--- config.mk ---
export PLATFORM = sky130hd
export DESIGN_NAME = sfd_detect
export DESIGN_NICKNAME = d
export VERILOG_FILES = /design/src/rtl/sfd_pkg.sv /design/src/rtl/sfd_sync_hunt.sv /design/src/rtl/sfd_dlm_match.sv /design/src/rtl/sfd_timeout.sv /design/src/rtl/sfd_detect.sv
export SDC_FILE = /design/constraint.sdc
export NUM_CORES = 1
export LEC_CHECK = 0
export BUFFER_PORTS_ARGS = -buffer_cell sky130_fd_sc_hd__buf_2
export CORE_ASPECT_RATIO = 0.6
export CORE_UTILIZATION = 55
export DETAILED_ROUTE_END_ITERATION = 7
export PLACE_DENSITY = 0.78
export SETUP_SLACK_MARGIN = 0.3
export SYNTH_ARGS = -nofsm -noshare
export SYNTH_HDL_FRONTEND = slang
export SYNTH_SLANG_ARGS = --single-unit
--- constraint.sdc ---
create_clock -name clk -period 6.4 [get_ports clk]
set_input_delay 0.32 -clock clk [delete_from_list [all_inputs] [get_ports clk]]
set_output_delay 0.32 -clock clk [all_outputs]
set_load 0.01 [all_outputs]
--- src/rtl/sfd_pkg.sv ---
package sfd_pkg;
   typedef enum logic [1:0] {
      HS_HUNT  = 2'd0,
      HS_COUNT = 2'd1,
      HS_LOCK  = 2'd2
   } hunt_st_t;
endpackage

--- src/rtl/sfd_sync_hunt.sv ---
module sfd_sync_hunt
   import sfd_pkg::*;
#(
   parameter int SW_MAX = 8,
   parameter int NSW_W  = 3
) (
   input  logic                       clk,
   input  logic                       rst_n,
   input  logic                       clr,
   input  logic                       en,
   input  logic                       bit_vld,
   input  logic                       bit_in,
   input  logic [SW_MAX-1:0]          pat,
   input  logic [$clog2(SW_MAX)-1:0]  len_code,
   input  logic [NSW_W-1:0]           need_code,
   output logic                       locked
);
   localparam int LEN_W  = $clog2(SW_MAX);
   localparam int FILL_W = $clog2(SW_MAX + 1);
   localparam int WRD_W  = NSW_W + 1;

   hunt_st_t             st;
   logic [SW_MAX-1:0]    sh, nxt, mask;
   logic [FILL_W-1:0]    fill, fill_nxt, len;
   logic [LEN_W-1:0]     phase;
   logic [WRD_W-1:0]     words;
   logic                 win_ok, boundary;

   assign len      = FILL_W'(len_code) + FILL_W'(1);
   assign nxt      = {sh[SW_MAX-2:0], bit_in};
   assign fill_nxt = (fill == FILL_W'(SW_MAX)) ? fill : fill + FILL_W'(1);
   assign boundary = (phase == len_code);

   always_comb begin
      for (int i = 0; i < SW_MAX; i++) mask[i] = (i < int'(len));
   end

   assign win_ok = (((nxt ^ pat) & mask) == '0) && (fill_nxt >= len);

   always_ff @(posedge clk or negedge rst_n) begin
      if (!rst_n) begin
         st    <= HS_HUNT;
         sh    <= '0;
         fill  <= '0;
         phase <= '0;
         words <= '0;
      end else if (clr) begin
         st    <= HS_HUNT;
         sh    <= '0;
         fill  <= '0;
         phase <= '0;
         words <= '0;
      end else if (en && bit_vld && st != HS_LOCK) begin
         sh   <= nxt;
         fill <= fill_nxt;
         if (st == HS_HUNT) begin
            if (win_ok) begin
               if (need_code == '0) st <= HS_LOCK;
               else begin
                  st    <= HS_COUNT;
                  words <= WRD_W'(1);
                  phase <= '0;
               end
            end
         end else begin
            if (boundary) begin
               phase <= '0;
               if (!win_ok) st <= HS_HUNT;
               else if (words == WRD_W'(need_code)) st <= HS_LOCK;
               else words <= words + WRD_W'(1);
            end else begin
               phase <= phase + LEN_W'(1);
            end
         end
      end
   end

   assign locked = (st == HS_LOCK);

   AST_COUNT_NONZERO: assert property (@(posedge clk) disable iff (!rst_n)
      (st == HS_COUNT) |-> (words != '0 && words <= WRD_W'(need_code)));
   AST_LOCK_ON_BIT: assert property (@(posedge clk) disable iff (!rst_n)
      $rose(locked) |-> $past(bit_vld && en));
endmodule

--- src/rtl/sfd_dlm_match.sv ---
module sfd_dlm_match #(
   parameter int DLM_MAX = 32,
   parameter bit TOL_EN  = 1'b1
) (
   input  logic                        clk,
   input  logic                        rst_n,
   input  logic                        clr,
   input  logic                        arm,
   input  logic                        bit_vld,
   input  logic                        bit_in,
   input  logic [DLM_MAX-1:0]          pat,
   input  logic [$clog2(DLM_MAX)-1:0]  len_code,
   input  logic                        allow_err,
   output logic                        found
);
   localparam int FILL_W = $clog2(DLM_MAX + 1);

   logic [DLM_MAX-1:0] sh, nxt, mask, diff;
   logic [FILL_W-1:0]  fill, fill_nxt, len;
   logic               dist_ok, filled;

   assign len      = FILL_W'(len_code) + FILL_W'(1);
   assign nxt      = {sh[DLM_MAX-2:0], bit_in};
   assign fill_nxt = (fill == FILL_W'(DLM_MAX)) ? fill : fill + FILL_W'(1);
   assign filled   = (fill_nxt >= len);

   always_comb begin
      for (int i = 0; i < DLM_MAX; i++) mask[i] = (i < int'(len));
   end

   assign diff = (nxt ^ pat) & mask;

   generate
      if (TOL_EN) begin : g_tol
         assign dist_ok = (diff == '0) ||
                          (allow_err && ((diff & (diff - DLM_MAX'(1))) == '0));
      end else begin : g_exact
         logic unused_allow;
         assign unused_allow = allow_err;
         assign dist_ok = (diff == '0);
      end
   endgenerate

   always_ff @(posedge clk or negedge rst_n) begin
      if (!rst_n) begin
         sh    <= '0;
         fill  <= '0;
         found <= 1'b0;
      end else if (clr) begin
         sh    <= '0;
         fill  <= '0;
         found <= 1'b0;
      end else if (arm && bit_vld && !found) begin
         sh   <= nxt;
         fill <= fill_nxt;
         if (filled && dist_ok) found <= 1'b1;
      end
   end

   AST_FRM_HOLD: assert property (@(posedge clk) disable iff (!rst_n)
      (found && !clr) |=> found);
   AST_FRM_NEEDS_ARM: assert property (@(posedge clk) disable iff (!rst_n)
      $rose(found) |-> $past(arm));
endmodule

--- src/rtl/sfd_timeout.sv ---
module sfd_timeout #(
   parameter int TMR_W = 16
) (
   input  logic             clk,
   input  logic             rst_n,
   input  logic             rx_en,
   input  logic             run,
   input  logic [TMR_W-1:0] limit,
   output logic             expired
);
   logic [TMR_W-1:0] cnt;

   always_ff @(posedge clk or negedge rst_n) begin
      if (!rst_n) begin
         cnt     <= '0;
         expired <= 1'b0;
      end else if (!rx_en) begin
         cnt     <= '0;
         expired <= 1'b0;
      end else if (run && !expired) begin
         if (cnt == limit) expired <= 1'b1;
         else cnt <= cnt + TMR_W'(1);
      end
   end

   AST_TMR_FROZEN: assert property (@(posedge clk) disable iff (!rst_n)
      (rx_en && !run) |=> (!rx_en || ($stable(cnt) && $stable(expired))));
   AST_SYDN_CLEAR: assert property (@(posedge clk) disable iff (!rst_n)
      !rx_en |=> !expired);
endmodule

--- src/rtl/sfd_detect.sv ---
module sfd_detect #(
   parameter int SW_MAX  = 8,
   parameter int NSW_W   = 3,
   parameter int DLM_MAX = 32,
   parameter int TMR_W   = 16,
   parameter bit TOL_EN  = 1'b1
) (
   input  logic                        clk,
   input  logic                        rst_n,
   input  logic                        rx_en,
   input  logic                        bit_vld,
   input  logic                        bit_in,
   input  logic [SW_MAX-1:0]           sync_pat,
   input  logic [$clog2(SW_MAX)-1:0]   sync_len_code,
   input  logic [NSW_W-1:0]            sync_need_code,
   input  logic [DLM_MAX-1:0]          dlm_pat,
   input  logic [$clog2(DLM_MAX)-1:0]  dlm_len_code,
   input  logic                        allow_err,
   input  logic [TMR_W-1:0]            time_limit,
   input  logic                        noise_flag,
   input  logic                        long_flag,
   output logic                        sync_ok,
   output logic                        frm_ok,
   output logic                        sydn,
   output logic                        irq,
   output logic                        data_vld,
   output logic                        data_bit
);
   generate
      if (SW_MAX < 2 || (1 << $clog2(SW_MAX)) != SW_MAX) begin : g_bad_sw
         $error("SW_MAX must be a power of two of at least 2");
      end
      if (DLM_MAX < 2 || (1 << $clog2(DLM_MAX)) != DLM_MAX) begin : g_bad_dlm
         $error("DLM_MAX must be a power of two of at least 2");
      end
      if (NSW_W < 1 || TMR_W < 1) begin : g_bad_w
         $error("NSW_W and TMR_W must be at least 1");
      end
   endgenerate

   logic stop_q, search_en, clr;

   assign clr       = !rx_en;
   assign search_en = !stop_q && !noise_flag && !long_flag;

   always_ff @(posedge clk or negedge rst_n) begin
      if (!rst_n) stop_q <= 1'b0;
      else if (!rx_en) stop_q <= 1'b0;
      else if ((noise_flag || long_flag) && !sync_ok) stop_q <= 1'b1;
   end

   sfd_sync_hunt #(.SW_MAX(SW_MAX), .NSW_W(NSW_W)) u_hunt (
      .clk(clk), .rst_n(rst_n), .clr(clr), .en(search_en),
      .bit_vld(bit_vld), .bit_in(bit_in), .pat(sync_pat),
      .len_code(sync_len_code), .need_code(sync_need_code), .locked(sync_ok)
   );

   sfd_dlm_match #(.DLM_MAX(DLM_MAX), .TOL_EN(TOL_EN)) u_dlm (
      .clk(clk), .rst_n(rst_n), .clr(clr), .arm(sync_ok),
      .bit_vld(bit_vld), .bit_in(bit_in), .pat(dlm_pat),
      .len_code(dlm_len_code), .allow_err(allow_err), .found(frm_ok)
   );

   sfd_timeout #(.TMR_W(TMR_W)) u_tmr (
      .clk(clk), .rst_n(rst_n), .rx_en(rx_en), .run(!sync_ok),
      .limit(time_limit), .expired(sydn)
   );

   assign irq = sydn;

   always_ff @(posedge clk or negedge rst_n) begin
      if (!rst_n) begin
         data_vld <= 1'b0;
         data_bit <= 1'b0;
      end else if (!rx_en) begin
         data_vld <= 1'b0;
         data_bit <= 1'b0;
      end else begin
         data_vld <= bit_vld && frm_ok;
         data_bit <= bit_in;
      end
   end

   AST_FRM_NEEDS_SYNC: assert property (@(posedge clk) disable iff (!rst_n)
      frm_ok |-> sync_ok);
   AST_NO_EARLY_DATA: assert property (@(posedge clk) disable iff (!rst_n)
      data_vld |-> $past(frm_ok));
   AST_STOP_BLOCKS_SYNC: assert property (@(posedge clk) disable iff (!rst_n)
      (stop_q && !sync_ok) |=> !sync_ok);
   AST_NO_SYDN_AFTER_SYNC: assert property (@(posedge clk) disable iff (!rst_n)
      (sync_ok && !sydn) |=> !sydn);
   AST_SYNC_CLEAR: assert property (@(posedge clk) disable iff (!rst_n)
      !rx_en |=> (!sync_ok && !frm_ok && !data_vld));
endmodule

==> results.toml <==
[global_routing]
first_global_vias = 5295
met3_usage = 0.114
grt_max_degree = 66
busiest_layer = "met1"
grt_pass1_wl_um = 28800
grt_use_met1 = 0.518
gr-total-overflow = 0
use_met2 = 0.469
grt_usage = 0.345
antenna_found_initial = 0

[setup_path]
arrival_ns = 3.58
slowest_delay_ns = 0.51
end_kind = "register"
cp.required_ns = 6.68
crit_fanout = 16
critical_path_class = "input port to register"
cp-start-kind = "input port"
crit_chain = "buf_2, ha_1, a21bo_2, o32ai_4, o22ai_1, nor4_2, nand3_2, o21ai_0, nand4b_1, a2111oi_2, a21o_1"
cpMaxStageDelayCell = "ha_1"

[min_path]
hold_path.class = "input port to register"

[drt]
dr.pass1.iters = 6
vias = 5809
routed_via_density = 6.25
drc = 0
route.detailed.wl_per_inst_um = 20.0
drtIter0Drc = 531
routed_wl_um = 18500
ant_nets = 0

[run_status]
outcome = "completed"

[sta]
fin_skew_ns = 0.0130
clock.fmax_mhz = 303
finalHoldViolations = 0
maxSlewHeadroom = 0.449
grt_setup_unrepaired = "false"
slew_viol_final = 0
worst_pin_slew_ns = 0.826
whs_ns = 0.299
period_minus_slack_ns = 3.30
setup_slack_ns = 3.10
final-setup-viol-count = 0
fin_crit_sh = 0.516
timing.setup.tns_ns = 0

[logic_synthesis]
async_flop_share = 1.00
yosysSeqAreaShare = 0.328
synth_area_um2 = 5940
ys.flop_type = "dfrtp_1"
syn_inst = 729
synth_cell_types = 77
synth-seq-cells = 78
yosys_warnings = 0
synth_edf_count = 0
avgSynthCellArea_um2 = 8.15
synth_nets = 824

[floorplan]
ios = 81
dieArea_um2 = 11200
die_h_um = 82.5
core_um2 = 10200
row_count = 28
fp.dieW_um = 136
initial_core_util = 0.585

[cts]
clock-sinks = 78
cts_max_level = 3
cts_resized = 0
cts.clk_slew.worst_paths_ns = 0.06
cts_tree = "done"
postCtsSetupRepairBufs = 0
insertion_delay_ns = 0.35
cts_max_path_buffers = 2
ctsRootBufferMaster = "clkbuf_16"
cts_made_buffers = 9

[cells_and_area]
num-nets-final = 884
fin_util = 0.663
final_layout_size_suffix_gt1_frac = 0.150
num_antenna_cells = 0
post-route-cell-area_um2 = 6730
syn_to_final_growth_pct = 13.2

[pwr]
ir_drop_mv = 0.194
power_density_nw_per_um2 = 204
p_leak_nw = 2.96

[placement]
post-place-ws_ns = 2.85
place_area_um2 = 6400
port_buffers = 80
gp_congestion = 0.966
post-dp-hpwl_um = 13900

[flow_run]
drv_cap = 0
-- state kept, by name (all words and copies together), names as in the netlist --
| register | count |
|---|---|
| data_bit | 1 |
| data_vld | 1 |
| stop_q | 1 |
| u_dlm.fill | 6 |
| u_dlm.found | 1 |
| u_dlm.sh | 31 |
| u_hunt.fill | 4 |
| u_hunt.phase | 3 |
| u_hunt.sh | 7 |
| u_hunt.st | 2 |
| u_hunt.words | 4 |
| u_tmr.cnt | 16 |
| u_tmr.expired | 1 |
-- layout by cell type (no fill, tap or decap), types with 3 or more instances in the layout --
master,count
a211oi_1,4
xnor2_1,53
nand2_1,110
a22oi_1,3
mux2i_1,12
buf_2,79
a21o_1,10
nand3b_1,4
inv_1,20
o22ai_1,7
or3_1,8
a311oi_1,3
clkbuf_16,9
buf_4,5
xor2_1,35
o21bai_1,3
o221ai_1,5
nand4_1,6
nor2_1,63
nor2b_1,7
nor4_1,7
and3_1,6
nor3_1,16
a21boi_0,3
nand3_1,27
o21ai_0,26
a31oi_1,6
a21oi_1,68
nand2b_1,9
dfrtp_1,78
and2_1,6
ha_1,20
o211ai_1,7
o31ai_1,8
-- synth_stat cells, drive strengths merged (10+ instances only) --
| library cell | count | area (µm²) |
|---|---|---|
| nand3 | 28 | 145 |
| a21o | 10 | 75.1 |
| xor2 | 35 | 307 |
| dfrtp | 78 | 1950 |
| nor3 | 17 | 90.1 |
| a21oi | 68 | 340 |
| clkbuf | 25 | 97.6 |
| inv | 22 | 82.6 |
| xnor2 | 53 | 464 |
| mux2i | 12 | 120 |
| buf | 11 | 52.6 |
| o21ai | 27 | 135 |
| nand2 | 111 | 419 |
| ha | 20 | 250 |
| nor2 | 63 | 236 |
-- layer usage --
layer,vias up,share of wire
met3,24,0.11
met5,-,0
met2,306,0.39
met1,2784,0.50
li1,2695,-
met4,0,0.0096
-- worst max-delay path, delay by kind of cell --
| kind | cells | cell delay (ns) |
|---|---|---|
| AO/OA/AOI/OAI | 6 | 1.87 |
| AND/OR/NAND/NOR | 3 | 0.67 |
| adder cells (fa/ha/maj) | 1 | 0.51 |
| buffers and inverters | 1 | 0.20 |
-- layout make-up --
class	instances	area (µm²)
clock buffers	9	225
clock inverters	7	95.1
fillers	853	3430
inverters	22	82.6
multi-input cells	593	3760
flip-flops and latches	78	1950
well taps	135	169
repair buffers	85	443
-- repair_timing --
item,in CTS,in global routing
setup endpoints to repair,0,0
hold endpoints to repair,30,0
hold buffers,1,0
-- final timing paths --
kind | cells past startpoint | end | from | slack, ns
max in group asynchronous | 3 | u_dlm.sh[16] | rst_n | 4.95
hold reg to reg | 1 | u_hunt.words[3] | u_hunt.words[3] | 0.49
min in group asynchronous | 2 | u_hunt.st[0] | rst_n | 0.46
setup reg to reg | 15 | u_dlm.found | u_dlm.fill[0] | 3.14
hold / removal | 3 | u_dlm.sh[0] | bit_in | 0.30
setup / recovery | 11 | u_dlm.found | dlm_len_code[1] | 3.10
-- cells by family after synthesis --
logic type | after synthesis | synth area share
buffers and inverters | 58 | 0.0392
adder cells (fa/ha/maj) | 21 | 0.0438
AND/OR/NAND/NOR | 285 | 0.225
XOR/XNOR | 88 | 0.130
AO/OA/AOI/OAI | 185 | 0.210
flip-flops | 78 | 0.328
multiplexers | 14 | 0.0240
-- stage by stage --
stage	cells	total power, mW
after floorplan	729	0.707
after global placement	912	0.799
after detailed placement	912	0.803
after CTS	929	1.38
after global routing	929	1.43
final	929	1.37
-- power breakdown --
group | total (mW) | internal, mW | switching [mW]
Combinational | 0.287 | 0.102 | 0.185
Clock | 0.568 | 0.343 | 0.224
Sequential | 0.518 | 0.505 | 0.0139
Power figures use the tool's default switching activity.
